### src/rtl/disp_tick_pkg.sv
package disp_tick_pkg;

  // Strobes from the reference divider to the slot datapath.
  typedef struct packed {
    logic refAdv;    // a reference enable was accepted this cycle
    logic slotWrap;  // divide-by-N group ends on this enable
    logic subRise;   // fast phase rises on this enable
  } ctlStrobe_t;

endpackage

### src/rtl/disp_tick_refdiv.sv
module disp_tick_refdiv
  import disp_tick_pkg::*;
#(
  parameter int REF_DIV   = 5,
  parameter int HIGH_FROM = 3
) (
  input  logic       clk,
  input  logic       rst,
  input  logic       refTick,
  output ctlStrobe_t strobes,
  output logic       subPhase
);

  localparam int CNT_W = (REF_DIV > 1) ? $clog2(REF_DIV) : 1;
  localparam logic [CNT_W-1:0] LAST_CNT = CNT_W'(REF_DIV - 1);
  localparam logic [CNT_W-1:0] RISE_CNT = CNT_W'(HIGH_FROM - 1);
  localparam logic [CNT_W-1:0] HIGH_CNT = CNT_W'(HIGH_FROM);

  logic [CNT_W-1:0] divCnt;
  logic             atLast;
  logic             accept;

  assign atLast = (divCnt == LAST_CNT);
  assign accept = refTick & ~rst;

  always_ff @(posedge clk) begin
    if (rst) begin
      divCnt <= '0;
    end else if (refTick) begin
      divCnt <= atLast ? '0 : divCnt + 1'b1;
    end
  end

  always_comb begin
    strobes.refAdv   = accept;
    strobes.slotWrap = accept & atLast;
    strobes.subRise  = accept & (divCnt == RISE_CNT);
  end

  assign subPhase = (divCnt >= HIGH_CNT);


  div_range_chk: assert property (@(posedge clk) disable iff (rst)
    divCnt <= LAST_CNT);


  div_wrap_chk: assert property (@(posedge clk) disable iff (rst)
    strobes.slotWrap |=> (divCnt == '0));


  div_hold_chk: assert property (@(posedge clk) disable iff (rst)
    !refTick |=> $stable(divCnt));


  div_reset_chk: assert property (@(posedge clk)
    rst |=> (divCnt == '0));

endmodule

### src/rtl/disp_tick_slots.sv
module disp_tick_slots
  import disp_tick_pkg::*;
#(
  parameter int SLOT_BITS = 2
) (
  input  logic                 clk,
  input  logic                 rst,
  input  ctlStrobe_t           strobes,
  input  logic                 subPhase,
  output logic [SLOT_BITS-1:0] slotPhase,
  output logic [SLOT_BITS-1:0] slotTick,
  output logic                 subTick,
  output logic                 sampleN,
  output logic                 lastPhaseN
);

  logic [SLOT_BITS-1:0] slotCnt;
  logic [SLOT_BITS-1:0] slotTickQ;
  logic                 subTickQ;

  always_ff @(posedge clk) begin
    if (rst) begin
      slotCnt <= '0;
    end else if (strobes.slotWrap) begin
      slotCnt <= slotCnt + 1'b1;
    end
  end

  // Bit i rises when the slot count carries into it: bit i is 0 and all
  // lower bits are 1 as the group ends.
  for (genvar i = 0; i < SLOT_BITS; i++) begin : g_rise
    localparam logic [SLOT_BITS-1:0] LOW_MASK = SLOT_BITS'((1 << i) - 1);
    logic riseNow;
    assign riseNow = strobes.slotWrap & ~slotCnt[i] &
                     ((slotCnt & LOW_MASK) == LOW_MASK);
    always_ff @(posedge clk) begin
      if (rst) slotTickQ[i] <= 1'b0;
      else     slotTickQ[i] <= riseNow;
    end


    slot_tick_chk: assert property (@(posedge clk) disable iff (rst)
      slotTickQ[i] |-> (slotCnt[i] && !$past(slotCnt[i])));
  end

  always_ff @(posedge clk) begin
    if (rst) subTickQ <= 1'b0;
    else     subTickQ <= strobes.subRise;
  end

  assign slotPhase  = slotCnt;
  assign slotTick   = slotTickQ;
  assign subTick    = subTickQ;
  assign sampleN    = ~(subPhase & (&slotCnt));
  assign lastPhaseN = ~slotCnt[SLOT_BITS-1];


  slot_hold_chk: assert property (@(posedge clk) disable iff (rst)
    !strobes.slotWrap |=> $stable(slotCnt));


  sample_fall_chk: assert property (@(posedge clk) disable iff (rst)
    $fell(sampleN) |-> $past(strobes.subRise));


  sub_tick_chk: assert property (@(posedge clk) disable iff (rst)
    subTickQ |-> (subPhase && !$past(subPhase)));


  tick_excl_chk: assert property (@(posedge clk) disable iff (rst)
    $onehot0({subTickQ, slotTickQ}));

endmodule

### src/rtl/disp_tick_gen.sv
module disp_tick_gen
  import disp_tick_pkg::*;
#(
  parameter int REF_DIV   = 5,
  parameter int HIGH_FROM = 3
) (
  input  logic clk,
  input  logic rst,
  input  logic refTick,
  output logic phase1m,
  output logic phase500k,
  output logic phase250k,
  output logic phase250kN,
  output logic sampleN,
  output logic tick1m,
  output logic tick500k,
  output logic tick250k
);

  localparam int SLOT_BITS = 2;

  ctlStrobe_t           strobes;
  logic                 subPhase;
  logic [SLOT_BITS-1:0] slotPhase;
  logic [SLOT_BITS-1:0] slotTick;
  logic                 subTick;
  logic                 sampleLow;
  logic                 lastN;

  disp_tick_refdiv #(
    .REF_DIV  (REF_DIV),
    .HIGH_FROM(HIGH_FROM)
  ) u_refdiv (
    .clk     (clk),
    .rst     (rst),
    .refTick (refTick),
    .strobes (strobes),
    .subPhase(subPhase)
  );

  disp_tick_slots #(
    .SLOT_BITS(SLOT_BITS)
  ) u_slots (
    .clk       (clk),
    .rst       (rst),
    .strobes   (strobes),
    .subPhase  (subPhase),
    .slotPhase (slotPhase),
    .slotTick  (slotTick),
    .subTick   (subTick),
    .sampleN   (sampleLow),
    .lastPhaseN(lastN)
  );

  assign phase1m    = subPhase;
  assign phase500k  = slotPhase[0];
  assign phase250k  = slotPhase[1];
  assign phase250kN = lastN;
  assign sampleN    = sampleLow;
  assign tick1m     = subTick;
  assign tick500k   = slotTick[0];
  assign tick250k   = slotTick[1];

endmodule

### config.mk
export PLATFORM = sky130hd
export DESIGN_NAME = disp_tick_gen
export DESIGN_NICKNAME = d
export VERILOG_FILES = /design/src/rtl/disp_tick_pkg.sv /design/src/rtl/disp_tick_refdiv.sv /design/src/rtl/disp_tick_slots.sv /design/src/rtl/disp_tick_gen.sv
export SDC_FILE = /design/constraint.sdc
export NUM_CORES = 1
export LEC_CHECK = 0
export ABC_AREA = 1
export BUFFER_PORTS_ARGS = -buffer_cell sky130_fd_sc_hd__buf_2
export CAP_MARGIN = 40
export CORE_AREA = 2 2 39 41
export DETAILED_ROUTE_END_ITERATION = 16
export DIE_AREA = 0 0 41 43
export PLACE_DENSITY_LB_ADDON = 0.1
export SETUP_SLACK_MARGIN = 0.15
export SYNTH_ARGS = -nofsm -noshare
export SYNTH_HDL_FRONTEND = slang
export SYNTH_HIERARCHICAL = 1
export SYNTH_SLANG_ARGS = --single-unit
### constraint.sdc
create_clock -name clk -period 3 [get_ports clk]
set_input_delay 0.3 -clock clk [delete_from_list [all_inputs] [get_ports clk]]
set_output_delay 0.3 -clock clk [all_outputs]
set_load 0.01 [all_outputs]
==> reports/metrics.yaml, run 1 <==
fmax_ghz: 0.621
die_height_um: 43
initial_core_util_pct: 29.1
nNetsFinal: 80
cts_hold_buffers: 0
cts.reportedPaths.clkPinSlew_ns: 0.06
worstSetupPathType: "register to output pin"
drt-wirelength-per-cell_um: 9.21
postRouteAntennaNets: 0
setup_tns_ns: 0
grt_setup_unrepaired: "no"
crit_fanout: 3
internal-power_uw: 169
hold_viol_final: 0
post-place-ws_ns: 1.65
placer_congestion: 0.742
timing.final.crit_period_ns: 1.61
worst_slew_pin_slew_ns: 0.295
vias: 350
critical_path.cell_chain: "ha_1 -> ha_1 -> nor2_1 -> o21ai_0 -> nand2_1 -> buf_2"
first_global_vias: 329
antenna_cells: 0
remaining_max_slew_budget_at_the_tightest_pin_pct: 80.3
cts.repair_timing.setup_buffer_count: 0
hold-path-cell-count: 2
syn_nets: 65
max_ir_drop_vdd_uv: 184
worstPathArrival_ns: 1.31
tritoncts_clock_tree: "built"
max_cap_violations: 0
timing.final.crit_share_pct: 53.7
design.core.area_mm2: 0.00138
timing.critical_path.to_type: "output pin"
startpoint_type: "register"
finalMaxSlewViolations: 0
fin_ws_ns: 1.39
drt-initial-drc-count: 6
largest_net_degree_at_the_start_of_global_routing: 8
clock-root-buffer: "sky130_fd_sc_hd__clkbuf_4"
cts_buffers: 3
rows: 14
clock_path_buffers: 2
floorplan.die_area_mm2: 0.00176
finClkSkew_ns: 0.00454
overflow_left_after_global_routing: 0
grtUsageMet2_pct: 17.2
drt_pass_1_iters: 4
switching_power_uw: 61.3
power_frac_clock_pct: 36.4
worst_ep_required_time_ns: 2.70
part_of_the_power_in_combinational_logic_pct: 14.0
buffer_ports.inserted: 10
critical_path_cell_with_the_highest_stage_delay: "sky130_fd_sc_hd__dfxtp_1"
static-leakage-power_nw: 0.281
h-tree-depth: 1
dp_hpwl_um: 606
seq_power_share_pct: 49.6
status: "completed"
syn_avg_cell_area_um2: 7.07
mappedNetlistArea_um2: 403
grt_use_met1_pct: 10.9
netlist_instances: 57
vias_per_inst: 4.07
floorplan.io_pins: 11
timing.reg2reg.worst_path_depth: 8
drt_drc_violations_left: 0
postCtsResizedCells: 0
global_route_wire_length_before_repair_um: 1280
synthToLayoutAreaGrowth_pct: 23.0
clock_sinks: 8
worst_hold_path_type: "input port to register"
detail_route.wirelength_um: 792
power_density_mw_per_mm2: 464
fp.dieW_um: 41
finalSetupViolCount: 0
top_usage_layer: "met2"
cp_slowest_stage_delay_ns: 0.32
utilization_pct: 35.8
path_common_cell: "sky130_fd_sc_hd__ha_1"
synth-warning-count: 6
grtUsageMet3_pct: 8.38
layout-drive-gt1-share_pct: 24.3
clock_insertion_delay_worst_skew_ns: 0.25
groute.usage.overall_pct: 11.7
initial_antenna_violation_count: 0
power.share.switching_pct: 26.7
## area by class of cell
cell class,count,area [µm²]
inverter,14,52.6
sequential,8,160
clock buffer,3,22.5
multi-input combinational,35,190
timing repair buffer,10,50.0
fill,163,888
tap,16,20.0
## state kept, by name, summed over array words and instances (netlist names)
signal	count
u_refdiv/divCnt	3
u_slots/slotPhase	2
u_slots/slotTick	2
u_slots/subTick	1
## routing by layer
layer  part of all wire, %  vias to the layer above
met4                   1.1                        0
met5                     0                        -
met1                    43                      141
met2                    46                       12
li1                      -                      195
met3                   9.0                        2
## cell usage in the layout (no fill, tap or decap)
cell type	n
sky130_fd_sc_hd__buf_2	10
sky130_fd_sc_hd__a21oi_1	2
sky130_fd_sc_hd__nor2_2	1
sky130_fd_sc_hd__nor2_1	7
sky130_fd_sc_hd__inv_2	2
sky130_fd_sc_hd__nand3_1	3
sky130_fd_sc_hd__dfxtp_1	8
sky130_fd_sc_hd__ha_1	5
sky130_fd_sc_hd__nand2_1	15
sky130_fd_sc_hd__a21oi_2	1
sky130_fd_sc_hd__inv_1	12
sky130_fd_sc_hd__clkbuf_4	3
sky130_fd_sc_hd__o21ai_0	1
## stage by stage
| stage | total power, mW | hold WS [ns] | std cells | instance area, µm² |
|---|---|---|---|---|
| 2_1_floorplan | 0.137 | 0.369 | 57 | 403 |
| 3_3_place_gp | 0.149 | 0.476 | 83 | 473 |
| 3_5_place_dp | 0.149 | 0.480 | 83 | 473 |
| 4_1_cts | 0.237 | 0.297 | 86 | 495 |
| 5_1_grt | 0.249 | 0.299 | 86 | 495 |
| 6_report | 0.230 | 0.303 | 86 | 495 |
## power groups by stage
stage                     logic (mW)  clock network (mW)  registers, mW
after floorplan               0.0211                   0          0.116
after global placement        0.0324                   0          0.117
after detailed placement      0.0322                   0          0.117
after CTS                     0.0324              0.0904          0.114
after global routing          0.0368              0.0976          0.115
final                         0.0322              0.0837          0.114
## path summary, 6_finish.rpt
kind,end,start,slack (ns)
worst min register to register,u_refdiv/divCnt[0],u_refdiv/divCnt[0],0.49
worst max-delay path,sampleN,u_refdiv/divCnt[0],1.39
worst max register to register,u_slots/slotPhase[0],u_refdiv/divCnt[0],1.71
worst min-delay path,u_slots/subTick,rst,0.30
## worst max-delay path, delay by kind of cell (launching register included)
| family | cells | cell delay, ns |
|---|---|---|
| adders and majority gates | 2 | 0.36 |
| DFF | 1 | 0.32 |
| and+or+nand+nor | 2 | 0.15 |
| buffers and inverters | 1 | 0.12 |
| AOI/OAI and AO/OA | 1 | 0.10 |
No activity file was read; power rests on OpenSTA's default activity.
==> run 2, diff against run 1 <==
- ABC_AREA: 1 -> 0
- clock period: 3 -> 1.45 ns (I/O delays scaled with it)
==> run 2 against run 1 <==
Against the previous run: final cell count is 19% lower; register-to-register slack worse by 1.6 ns; sequential power grew 100%; via count decreased by 10%; clock power rose by 96%; non-clock buffer count rose by 1; die area unchanged.
==> reports/metrics.yaml, run 2 <==
status: "completed"  # unchanged
final_common_cell: "sky130_fd_sc_hd__buf_2"  # was sky130_fd_sc_hd__nand2_1
clock_path_buffers: 2  # unchanged
cts.reportedPaths.clkPinSlew_ns: 0.05  # was 0.06 ns
buffer_ports.inserted: 10  # unchanged
regToRegSetupSlack_ns: 0.12  # was 1.71 ns
placer_congestion: 0.684  # was 0.742
syn_avg_cell_area_um2: 9.60  # was 7.07 µm²
vias: 315  # was 350
worst_hold_path_type: "input port to register"  # unchanged
h-tree-depth: 1  # unchanged
worstPathArrival_ns: 1.22  # was 1.31 ns
fin_ws_ns: 0.0824  # was 1.39 ns
static-leakage-power_nw: 0.237  # was 0.281 nW
fin_hold_ws_ns: 0.203  # was 0.303 ns
routed-wl-met3_um: 79  # was 71 µm
global_route_wire_length_before_repair_um: 1420  # was 1280 µm
overflow_left_after_global_routing: 0  # unchanged
clock_insertion_delay_worst_skew_ns: 0.25  # about the same
die_height_um: 43  # unchanged
first_global_vias: 339  # was 329
finalMaxSlewViolations: 0  # unchanged
final_cell_mix: "10 x sky130_fd_sc_hd__buf_2, 5 x sky130_fd_sc_hd__dfxtp_1, 4 x sky130_fd_sc_hd__inv_1"  # was 15 x sky130_fd_sc_hd__nand2_1, 12 x sky130_fd_sc_hd__inv_1, 10 x sky130_fd_sc_hd__buf_2
critPathLaunch: "u_refdiv/divCnt[1]"  # was u_refdiv/divCnt[0]
max_ffs_per_register: 3  # unchanged
nNetsFinal: 64  # was 80
synthToLayoutAreaGrowth_pct: 40.4  # was 23.0%
worst_ep_required_time_ns: 1.31  # was 2.70 ns
design.core.area_mm2: 0.00138  # unchanged
detail_route.wirelength.met1_um: 304  # was 342 µm
met2_routed_length_um: 443  # was 367 µm
netlist_instances: 40  # was 57
floorplan.io_pins: 11  # unchanged
clock-root-buffer: "sky130_fd_sc_hd__clkbuf_4"  # unchanged
nFillCells: 144  # was 163
fp.dieW_um: 41  # unchanged
largest-register: "u_refdiv/divCnt"  # unchanged
max_ir_drop_vdd_uv: 359  # was 184 µV
remaining_max_slew_budget_at_the_tightest_pin_pct: 86.3  # was 80.3%
drt-initial-drc-count: 3  # was 6
startpoint_type: "register"  # unchanged
stdcell_count: 70  # was 86
rr_endpoint: "u_slots/slotPhase[1]"  # was u_slots/slotPhase[0]
drt_pass_1_iters: 2  # was 4
synth-warning-count: 6  # unchanged
timing.critical_path.to_type: "output pin"  # unchanged
mappedNetlistArea_um2: 384  # was 403 µm²
top_layer: "met3"  # was met4
post-place-ws_ns: 0.189  # was 1.65 ns
finalSetupViolCount: 0  # unchanged
cts_buffers: 3  # unchanged
layout-drive-gt1-share_pct: 46.3  # was 24.3%
clock_sinks: 8  # unchanged
initial_antenna_violation_count: 0  # unchanged
hold_viol_final: 0  # unchanged
regToRegStartpoint: "u_refdiv/divCnt[1]"  # was u_refdiv/divCnt[0]
vias_per_inst: 4.50  # was 4.07
syn_nets: 48  # was 65
detailed_place.area_um2: 454  # was 473 µm²
dp_hpwl_um: 594  # was 606 µm
cts_hold_buffers: 0  # unchanged
floorplan.die_area_mm2: 0.00176  # unchanged
postRouteAntennaNets: 0  # unchanged
timing.critical_path.to: "sampleN"  # unchanged
initial_core_util_pct: 27.8  # was 29.1%
max_cap_violations: 0  # unchanged
largest_net_degree_at_the_start_of_global_routing: 10  # was 8
timing.reg2reg.worst_path_depth: 6  # was 8
rows: 14  # unchanged
tritoncts_clock_tree: "built"  # unchanged
setup_tns_ns: 0  # unchanged
drt_drc_violations_left: 0  # unchanged
finClkSkew_ns: 0.00605  # was 0.00454 ns
antenna_cells: 0  # unchanged
total_power_uw: 440  # was 230 µW
finish.instance_area_um2: 539  # was 495 µm²
worst_slew_pin_slew_ns: 0.205  # was 0.295 ns
utilization_pct: 39.0  # was 35.8%
grt_setup_unrepaired: "yes"  # was no
drt-wirelength-per-cell_um: 11.8  # was 9.21 µm
detail_route.wirelength_um: 827  # was 792 µm
timing.final.crit_share_pct: 94.3
crit_fanout: 2  # was 3
groute.usage.overall_pct: 12.5  # was 11.7%
worstSetupPathType: "register to output pin"  # unchanged
placed_cells: 66  # was 83
fmax_ghz: 0.731
power_density_mw_per_mm2: 816  # was 464 mW/mm²
timing.final.crit_period_ns: 1.37
## run 2: area by class of cell
| cell class | count | area [µm²] | area share [%] |
|---|---|---|---|
| clock buffers | 3 | 22.5 | 4.18 |
| inverters | 4 | 15.0 | 2.78 |
| multi-input cells | 28 | 255 | 47.3 |
| flip-flops and latches | 8 | 169 | 31.3 |
| well taps | 16 | 20.0 | 3.71 |
| repair buffers | 11 | 57.6 | 10.7 |
## run 2: worst min path at each step
stage | start | to | slack [ns] | cells past startpoint
finish | refTick | u_refdiv/divCnt[0] | 0.20 | 3
global route | refTick | u_refdiv/divCnt[1] | 0.21 | 3
CTS | refTick | u_refdiv/divCnt[0] | 0.20 | 3
detailed placement | rst | u_slots/slotPhase[1] | 0.46 | 2
global placement | rst | u_refdiv/divCnt[1] | 0.45 | 2
floorplan | rst | u_refdiv/divCnt[0] | 0.21 | 1
## run 2: worst max-delay path: stages (launching register included)
cell and delay (ns):
sky130_fd_sc_hd__dfxtp_4 0.35, sky130_fd_sc_hd__ha_4 0.16, sky130_fd_sc_hd__ha_4 0.15, sky130_fd_sc_hd__nor2_4 0.08, sky130_fd_sc_hd__o21ai_2 0.06, sky130_fd_sc_hd__nand2_1 0.06
sky130_fd_sc_hd__buf_2 0.12
## run 2: per-layer routing
metal	global-route usage (%)	vias up
met1	13.3	142
li1	-	163
met3	5.76	0
met5	0	-
met4	6.00	0
met2	19.7	10
## run 2: timing repair
item / in CTS / in global routing
pin swaps: 3 / 3
resized for setup: 9 / 7
setup buffers: 1 / 0
endpoints found under the setup margin: 2 / 6
## run 2: power breakdown
part	total, mW	internal [mW]	switching (mW)
Sequential	0.229	0.223	0.00603
Clock	0.164	0.0943	0.0700
Combinational	0.0461	0.0208	0.0253
Total	0.440	0.339	0.101
